File: src/rtl/cpsc_pkg.sv
package cpsc_pkg;
  localparam int NUM_SW = 4;

  typedef enum logic [1:0] {
    PH_IDLE = 2'd0,
    PH_A    = 2'd1,
    PH_B    = 2'd2,
    PH_GAP  = 2'd3
  } phase_e;

  typedef enum logic [1:0] {
    LV_QTR  = 2'd0,
    LV_HALF = 2'd1,
    LV_FULL = 2'd2
  } level_e;

  typedef enum logic [1:0] {
    RS_OFF  = 2'd0,
    RS_SKIP = 2'd1,
    RS_RUN  = 2'd2
  } run_e;
endpackage

File: src/rtl/cpsc_phase_seq.sv
module cpsc_phase_seq
  import cpsc_pkg::*;
#(
  parameter int DEAD = 2
) (
  input  logic   clk,
  input  logic   rst_n,
  input  logic   halt,
  input  logic   go,
  input  logic   tick,
  input  logic   vin_hi,
  output phase_e phase,
  output logic   mode21,
  output logic   b_end
);
  localparam int DW = (DEAD > 1) ? $clog2(DEAD) : 1;

  phase_e        phase_q;
  logic          to_b_q;
  logic [DW-1:0] dcnt_q;
  logic          mode_q;

  assign phase  = phase_q;
  assign mode21 = mode_q;
  assign b_end  = !halt && !go && tick && (phase_q == PH_B);

  always_ff @(posedge clk or negedge rst_n) begin
    if (!rst_n) begin
      phase_q <= PH_IDLE;
      to_b_q  <= 1'b0;
      dcnt_q  <= '0;
      mode_q  <= 1'b0;
    end else if (halt) begin
      phase_q <= PH_IDLE;
      dcnt_q  <= '0;
    end else if (go) begin
      phase_q <= PH_A;
      mode_q  <= vin_hi;
      dcnt_q  <= '0;
    end else begin
      case (phase_q)
        PH_A: if (tick) begin
          phase_q <= PH_GAP;
          to_b_q  <= 1'b1;
          dcnt_q  <= DW'(DEAD - 1);
        end
        PH_B: if (tick) begin
          phase_q <= PH_GAP;
          to_b_q  <= 1'b0;
          dcnt_q  <= DW'(DEAD - 1);
        end
        PH_GAP: begin
          if (dcnt_q == '0) begin
            phase_q <= to_b_q ? PH_B : PH_A;
            if (!to_b_q) mode_q <= vin_hi;
          end else begin
            dcnt_q <= dcnt_q - 1'b1;
          end
        end
        default: phase_q <= PH_IDLE;
      endcase
    end
  end
endmodule

File: src/rtl/cpsc_seg_ladder.sv
module cpsc_seg_ladder
  import cpsc_pkg::*;
#(
  parameter int QTR_CYC  = 3,
  parameter int HALF_CYC = 7
) (
  input  logic   clk,
  input  logic   rst_n,
  input  logic   load_full,
  input  logic   load_qtr,
  input  logic   b_end,
  output level_e level
);
  localparam int CMAX = QTR_CYC + HALF_CYC;
  localparam int CW   = $clog2(CMAX + 1);

  level_e        level_q;
  logic [CW-1:0] cnt_q;
  logic [CW-1:0] cnt_inc;

  assign level   = level_q;
  assign cnt_inc = (cnt_q == CW'(CMAX)) ? cnt_q : cnt_q + 1'b1;

  always_ff @(posedge clk or negedge rst_n) begin
    if (!rst_n) begin
      level_q <= LV_FULL;
      cnt_q   <= '0;
    end else if (load_full) begin
      level_q <= LV_FULL;
      cnt_q   <= '0;
    end else if (load_qtr) begin
      level_q <= LV_QTR;
      cnt_q   <= '0;
    end else if (b_end) begin
      cnt_q <= cnt_inc;
      if (level_q == LV_QTR && cnt_inc >= CW'(QTR_CYC))
        level_q <= LV_HALF;
      else if (level_q == LV_HALF && cnt_inc >= CW'(CMAX))
        level_q <= LV_FULL;
    end
  end
endmodule

File: src/rtl/cpsc_gate_map.sv
module cpsc_gate_map
  import cpsc_pkg::*;
(
  input  phase_e            phase,
  input  logic              mode21,
  input  level_e            level,
  output logic [NUM_SW-1:0] q0,
  output logic [NUM_SW-1:0] q1,
  output logic [NUM_SW-1:0] hf
);
  logic [NUM_SW-1:0] sel;
  logic              in_a, in_b;

  assign in_a = (phase == PH_A);
  assign in_b = (phase == PH_B);

  for (genvar i = 0; i < NUM_SW; i++) begin : g_sw
    if (i == 0) begin : g_s1
      assign sel[i] = in_a;
    end else if (i == 1) begin : g_s2
      assign sel[i] = in_b;
    end else if (i == 2) begin : g_s3
      assign sel[i] = in_a && mode21;
    end else begin : g_s4
      assign sel[i] = in_b || (in_a && !mode21);
    end
    assign q0[i] = sel[i];
    assign q1[i] = sel[i] && (level != LV_QTR);
    assign hf[i] = sel[i] && (level == LV_FULL);
  end
endmodule

File: src/rtl/cp_switch_ctrl.sv
module cp_switch_ctrl
  import cpsc_pkg::*;
#(
  parameter int DEAD     = 2,
  parameter int QTR_CYC  = 3,
  parameter int HALF_CYC = 7
) (
  input  logic       clk,
  input  logic       rst_n,
  input  logic       en,
  input  logic       chg_tick,
  input  logic       above_hi,
  input  logic       below_lo,
  input  logic       vin_hi,
  input  logic       short_flt,
  input  logic       ot_flt,
  output logic [3:0] gate_q0,
  output logic [3:0] gate_q1,
  output logic [3:0] gate_hf
);
  run_e   st_q, st_n;
  phase_e phase;
  level_e level;
  logic   mode21, b_end, fault, go, halt, load_full, load_qtr;

  assign fault = !en || short_flt || ot_flt;

  always_comb begin
    st_n = st_q;
    if (fault) st_n = RS_OFF;
    else begin
      case (st_q)
        RS_OFF:  st_n = above_hi ? RS_SKIP : RS_RUN;
        RS_SKIP: st_n = above_hi ? RS_SKIP : (below_lo ? RS_RUN : RS_SKIP);
        RS_RUN:  st_n = above_hi ? RS_SKIP : RS_RUN;
        default: st_n = RS_OFF;
      endcase
    end
  end

  assign halt      = (st_n != RS_RUN);
  assign go        = (st_n == RS_RUN) && (st_q != RS_RUN);
  assign load_full = go && (st_q == RS_OFF);
  assign load_qtr  = go && (st_q == RS_SKIP);

  always_ff @(posedge clk or negedge rst_n) begin
    if (!rst_n) st_q <= RS_OFF;
    else        st_q <= st_n;
  end

  cpsc_phase_seq #(.DEAD(DEAD)) u_phase (
    .clk(clk), .rst_n(rst_n), .halt(halt), .go(go), .tick(chg_tick),
    .vin_hi(vin_hi), .phase(phase), .mode21(mode21), .b_end(b_end)
  );

  cpsc_seg_ladder #(.QTR_CYC(QTR_CYC), .HALF_CYC(HALF_CYC)) u_ladder (
    .clk(clk), .rst_n(rst_n), .load_full(load_full), .load_qtr(load_qtr),
    .b_end(b_end), .level(level)
  );

  cpsc_gate_map u_map (
    .phase(phase), .mode21(mode21), .level(level),
    .q0(gate_q0), .q1(gate_q1), .hf(gate_hf)
  );
endmodule

File: config.mk
export PLATFORM = sky130hd
export DESIGN_NAME = cp_switch_ctrl
export DESIGN_NICKNAME = d
export VERILOG_FILES = /design/src/rtl/cpsc_pkg.sv /design/src/rtl/cpsc_phase_seq.sv /design/src/rtl/cpsc_seg_ladder.sv /design/src/rtl/cpsc_gate_map.sv /design/src/rtl/cp_switch_ctrl.sv
export SDC_FILE = /design/constraint.sdc
export NUM_CORES = 1
export LEC_CHECK = 0
export ABC_AREA = 1
export BUFFER_PORTS_ARGS = -buffer_cell sky130_fd_sc_hd__buf_2
export CAP_MARGIN = 25
export CORE_MARGIN = 1.5
export CORE_UTILIZATION = 32
export DETAILED_ROUTE_END_ITERATION = 6
export PLACE_DENSITY = 0.62
export SLEW_MARGIN = 10
export SYNTH_ARGS = -nofsm -noshare
export SYNTH_HDL_FRONTEND = slang
export SYNTH_SLANG_ARGS = --single-unit
File: constraint.sdc
create_clock -name clk -period 3.21 [get_ports clk]
set_input_delay 0.1605 -clock clk [delete_from_list [all_inputs] [get_ports clk]]
set_output_delay 0.1605 -clock clk [all_outputs]
set_load 0.02 [all_outputs]
# Word-level counts from Yosys, hierarchy flattened
# Index checks and enable logic that the tools add are counted.
[word_totals]
ff_bits = 13
inputBits = 9
output_inout_bits = 12
[classes]
add_sub_neg = 2
n_lt_le_gt_ge = 2
eq_ne = 17
n_mux = 31
n_bitwise = 2
n_reduce_logical = 40
[op_table]
columns = ["operator", "count"]
rows = [
  ["two-way mux 2 bit", 14],
  ["logical AND 1 bit", 18],
  ["two-way mux 4 bit", 4],
  ["!= test 2 bit, second input constant", 6],
  ["== test 2 bit, second input constant", 5],
  ["two-way mux 1 bit", 9],
  ["one-hot mux 2 bit (2 select lines)", 2],
  ["nonzero test 4 bit", 2],
  ["== test 2 x 1 -> 1 bit, second input constant", 3],
  ["AND reduction 2 bit", 3],
  ["nonzero test 2 bit", 3],
  ["AND reduction 5 bit", 1],
  ["adder 4 x 1 -> 4 bit, second input constant", 1],
  ["== test 4 bit, second input constant", 1],
  [">= comparator 4 x 2 -> 1 bit, second input constant", 1],
  [">= comparator 4 bit, second input constant", 1],
  ["logical NOT 1 bit", 4],
  ["logical NOT 2 bit", 2],
  ["!= test 4 x 1 -> 1 bit, second input constant", 1],
  ["!= test 4 x 3 -> 1 bit, second input constant", 1],
  ["one-hot mux 1 bit (2 select lines)", 2],
  ["AND reduction 4 bit", 1],
  ["OR reduction 2 bit", 2],
  ["logical OR 1 bit", 3],
  ["3 further kinds", 4],
]

# Logic depth before layout (Yosys ltp)
[depth]
depth_word = 13
ltp_mapped = 12

# Modules after synthesis
# From an unflattened synthesis, not the netlist that was laid out.
[unflattened]
hier_cells = 156
hier_area_um2 = 1064.8
[by_module_without_submodules]
columns = ["module", "instances", "cells_each", "area_per_inst_um2", "seq_area_each_um2"]
rows = [
  ["cpsc_seg_ladder", 1, 60, 421.7, 151.4],
  ["cpsc_phase_seq", 1, 51, 375.4, 125.1],
  ["cp_switch_ctrl", 1, 22, 157.7, 50.0],
  ["cpsc_gate_map", 1, 23, 110.1, 0.0],
]

# Worst setup path after synthesis
# OpenSTA, ideal clock, no wires.
[synth_timing]
path_type = "register to register"
startpoint = "register u_ladder.cnt_q[0]"
endpoint = "register u_ladder.level_q[0], in the netlist u_ladder.level[0]"
arrival_ns = 1.271
t_required_ns = 3.093
setup_slack_ns = 1.823
path_stages_with_launch = 13
path_cell_list = "dfrtp_1 inv_1 ha_1 nand2_1 nand3_1 nand2_1 nor2_1 nand2_1 nand2_1 nand3_1 nand2_1 nand2_1 nand2_1"
[synth_via]
elab_chain_cells = 8
word_cells_on_any_way = 13
[synth_rtl]
columns = ["item", "line_no", "source"]
rows = [
  ["start, declared", "cpsc_seg_ladder.sv:18", "logic [CW-1:0] cnt_q;"],
  ["start signal, assigned", "cpsc_seg_ladder.sv:35", "cnt_q <= cnt_inc;"],
  ["adder 4 x 1 -> 4 bit or == test 4 bit (tied branches)", "cpsc_seg_ladder.sv:22", "assign cnt_inc = (cnt_q == CW'(CMAX)) ? cnt_q : cnt_q + 1'b1;"],
  ["two-way mux 4 bit *", "cpsc_seg_ladder.sv:22", ""],
  [">= comparator 4 x 2 -> 1 bit", "cpsc_seg_ladder.sv:36", "if (level_q == LV_QTR && cnt_inc >= CW'(QTR_CYC))"],
  ["logical AND 1 bit", "cpsc_seg_ladder.sv:36", ""],
  ["two-way mux 2 bit", "cpsc_seg_ladder.sv:36", ""],
  ["two-way mux 2 bit", "cpsc_seg_ladder.sv:34", "end else if (b_end) begin"],
  ["two-way mux 2 bit", "cpsc_seg_ladder.sv:31", "end else if (load_qtr) begin"],
  ["two-way mux 2 bit", "cpsc_seg_ladder.sv:28", "end else if (load_full) begin"],
  ["end signal, assigned", "cpsc_seg_ladder.sv:29", "level_q <= LV_FULL;"],
  ["end signal, assigned", "cpsc_seg_ladder.sv:32", "level_q <= LV_QTR;"],
  ["end signal, assigned", "cpsc_seg_ladder.sv:37", "level_q <= LV_HALF;"],
  ["end, declared", "cpsc_seg_ladder.sv:17", "level_e level_q;"],
]
# Every way passes the cells marked *; elsewhere a longest branch is shown, timed or not. The select of a mux whose other input is x is not followed.
# A chain may end at the register's enable or synchronous reset.

# Final worst setup path
[layout_timing]
startpoint = "register u_ladder.level_q[1], in the netlist u_ladder.level[1]"
endpoint = "output gate_hf[3]"
[layout_via]
elab_chain_cells = 2
[layout_rtl]
columns = ["item", "line_no", "source"]
rows = [
  ["start signal, assigned", "cpsc_seg_ladder.sv:26", "level_q <= LV_FULL;"],
  ["start signal, assigned", "cpsc_seg_ladder.sv:29", ""],
  ["start signal, assigned", "cpsc_seg_ladder.sv:32", ""],
  ["== test 2 bit", "cpsc_gate_map.sv:29", "assign hf[i] = sel[i] && (level == LV_FULL);"],
  ["logical AND 1 bit", "cpsc_gate_map.sv:29", ""],
  ["end, declared", "cp_switch_ctrl.sv:19", "output logic [3:0] gate_hf"],
]
# No other way between the ends.

==> metrics.cfg <==
[floorplanning]
rows=19
dieWidth_um=57.91
start_util=0.3439
die_area_mm2=0.003353
core_mm2=0.002805
die_h_um=57.91
pin_count=21

[power]
p_leak_nw=0.6020
ir_drop_mv=0.1973
p_per_area_mw_per_mm2=342.0

[synth]
synth-main-ff-cell=dfrtp_1
yosysMostFrequentCell=nand2_1
synth.largest_area_cell=dfrtp_1
synthTopCellsByArea=dfrtp_1 31%, nand2_1 11%, inv_1 8.6%
yosys_warnings=0
syn_inst=133
netlist_area_um2=964.7
synth_edf_count=0
yosysSeqAreaShare=0.3385
syn_area_per_cell_um2=7.253
syn_nets=148
synth-seq-cells=13
yosys.cell_types.count=21
synthArstFlopShare=1.000
synth.top_cell.area_share=0.3113
yosys-top-cells-count=29 x nand2_1, 22 x inv_1, 15 x nor2_1

[sta]
rsz0062_at_grt=false
holdWs_ns=0.1467
fin_tns_setup_ns=0
fin_crit_ns=1.605
finClkSkew_ns=0.0005921
hold_viol=0
finalCritPeriodShare=0.5001
worstMarginPinSlew_ns=0.3764
timing.slew.headroom=0.7481
setup_violations=0
slew_violations=0
max_freq_ghz=0.6229

[placement]
dpl.hpwl_um=1586
place_area_mm2=0.001089
gp_congestion=0.8585
port_buffers=20
dp_cells=182

[cts]
cts-root-buf=clkbuf_4
clk_pin_slew_ns=0.07
cts_made_buffers=3
cts_max_level=1
cts_tree=done
clkLatencyLatePin_ns=0.27
post_cts_buffers=0
clock_sinks=13
cts_buffer_depth=2

[worst_setup_path]
worst_r2r_path_depth=12
arrival_ns=1.44
slowest_delay_ns=0.55
crit_path_max_fanout=4
startpoint_type=flip-flop
reg2reg_from=u_ladder.cnt_q[0]
crit_family=flip-flops
reg2reg_slack_ns=1.68
worstPathRequired_ns=3.05
r2r-end=u_ladder.level[0]
cp_num_buf_inv=2
critPathSlowestCell=dfstp_2
path_cells=inv_1, or2_2, nor2_1, buf_2
critPathKind=reg2out
endpoint_kind=output port

[cells_and_area]
fin_cells=187
final_cell_area_mm2=0.001125
area_delta_synth_final_pct=16.60
antenna_cells=0
fin_nets=172
fill_cells=317
drive_gt1_frac=0.2564

[detailed_routing]
postRouteAntennaNets=0
num_vias=888
routed_wl_um=1958
drc=0
drt_iter0_markers=32
first_pass_iters=6
routedWlPerCell_um=10.47
via_per_inst=4.749

[global_routing]
track_usage=0.1293
grt_pass1_wl_um=3374
grt_pass1_vias=795
grt_overflow=0
grt_max_degree=14
grt_antenna_before_repair=0

[hold_path]
holdCritStartpoint=vin_hi
hold_path.class=in2reg
hold_depth=3
whs_endpoint=u_phase.mode21

[outcome]
status=finished clean

[flow_run]
max-cap-violations=0

-- placed cells by master, fill, tap and decap left out, types with 3 or more instances in the layout --
cell / count
ha_1: 6
inv_1: 22
o21ai_0: 10
nand2_1: 29
nor2_1: 15
a21oi_1: 6
nor2_2: 3
buf_2: 20
dfrtp_1: 12
nand3_1: 11
clkbuf_4: 3
inv_2: 3
nand4_1: 3
-- metal layers --
layer | vias up | share of wire | track usage | wire (um)
met2 | 25 | 0.43 | 0.2013 | 846
met5 | - | 0 | 0 | 0
met1 | 395 | 0.51 | 0.1706 | 1003
li1 | 466 | - | - | -
met4 | 0 | 0.0097 | 0.04319 | 19
met3 | 2 | 0.045 | 0.04018 | 89
-- state kept, by name, summed over array words and instances (netlist names) --
register	flops
u_phase.dcnt_q	1
u_ladder.level	2
u_phase.phase	2
st_q	2
u_phase.mode21	1
u_phase.to_b_q	1
u_ladder.cnt_q	4
-- repair_timing --
item	CTS	global route
endpoints found under the hold margin	12	0
resized for setup	0	0
hold buffers	1	0
-- how the worst max path moves through the flow --
stage	startpoint	endpoint	slack (ns)	depth (start not counted)
CTS	u_phase.phase[0]	gate_q1[3]	1.59	5
detailed placement	u_ladder.cnt_q[0]	u_ladder.level[0]	1.68	12
global route	u_ladder.cnt_q[0]	u_ladder.level[0]	1.43	12
floorplan	u_ladder.cnt_q[0]	u_ladder.level[0]	1.82	12
finish	u_ladder.level[1]	gate_hf[3]	1.60	4
global placement	u_ladder.cnt_q[0]	u_ladder.level[0]	1.76	12
-- report_power, final --
part	internal (mW)	total (mW)	switching, mW
sequential	0.181	0.193	0.0121
combinational	0.0319	0.0947	0.0629
clock	0.0481	0.0965	0.0484
-- kinds of logic after synthesis --
kind of cell,after synthesis,share of synthesized area
and+or+nand+nor,67,0.3398
AOI/OAI and AO/OA,20,0.1310
buffers and inverters,27,0.1128
DFF,13,0.3385
adders and majority gates,6,0.07782
-- layout make-up --
cell class | instances | area (um2) | area share
Inverter | 25 | 93.84 | 0.08343
Clock buffer | 4 | 26.28 | 0.02336
Sequential cell | 13 | 326.6 | 0.2903
Tap cell | 31 | 38.79 | 0.03448
Timing Repair Buffer | 21 | 110.1 | 0.09789
Multi-Input combinational cell | 93 | 529.3 | 0.4705
-- per-stage QoR --
step / setup slack (ns) / total power, mW / utilization
floorplan: 1.823 / 0.2618 / -
global route: 1.430 / 0.4154 / 0.4010
global placement: 1.763 / 0.2850 / 0.3880
finish: 1.605 / 0.3847 / 0.4010
CTS: 1.590 / 0.3895 / 0.4010
detailed placement: 1.680 / 0.2899 / 0.3880
-- worst min-delay path, delay by kind of cell --
family | cells | cell delay, ns
and+or+nand+nor | 1 | 0.03
buffers and inverters | 1 | 0.08
AOI/OAI and AO/OA | 1 | 0.10
(Power assumes the default switching activity.)
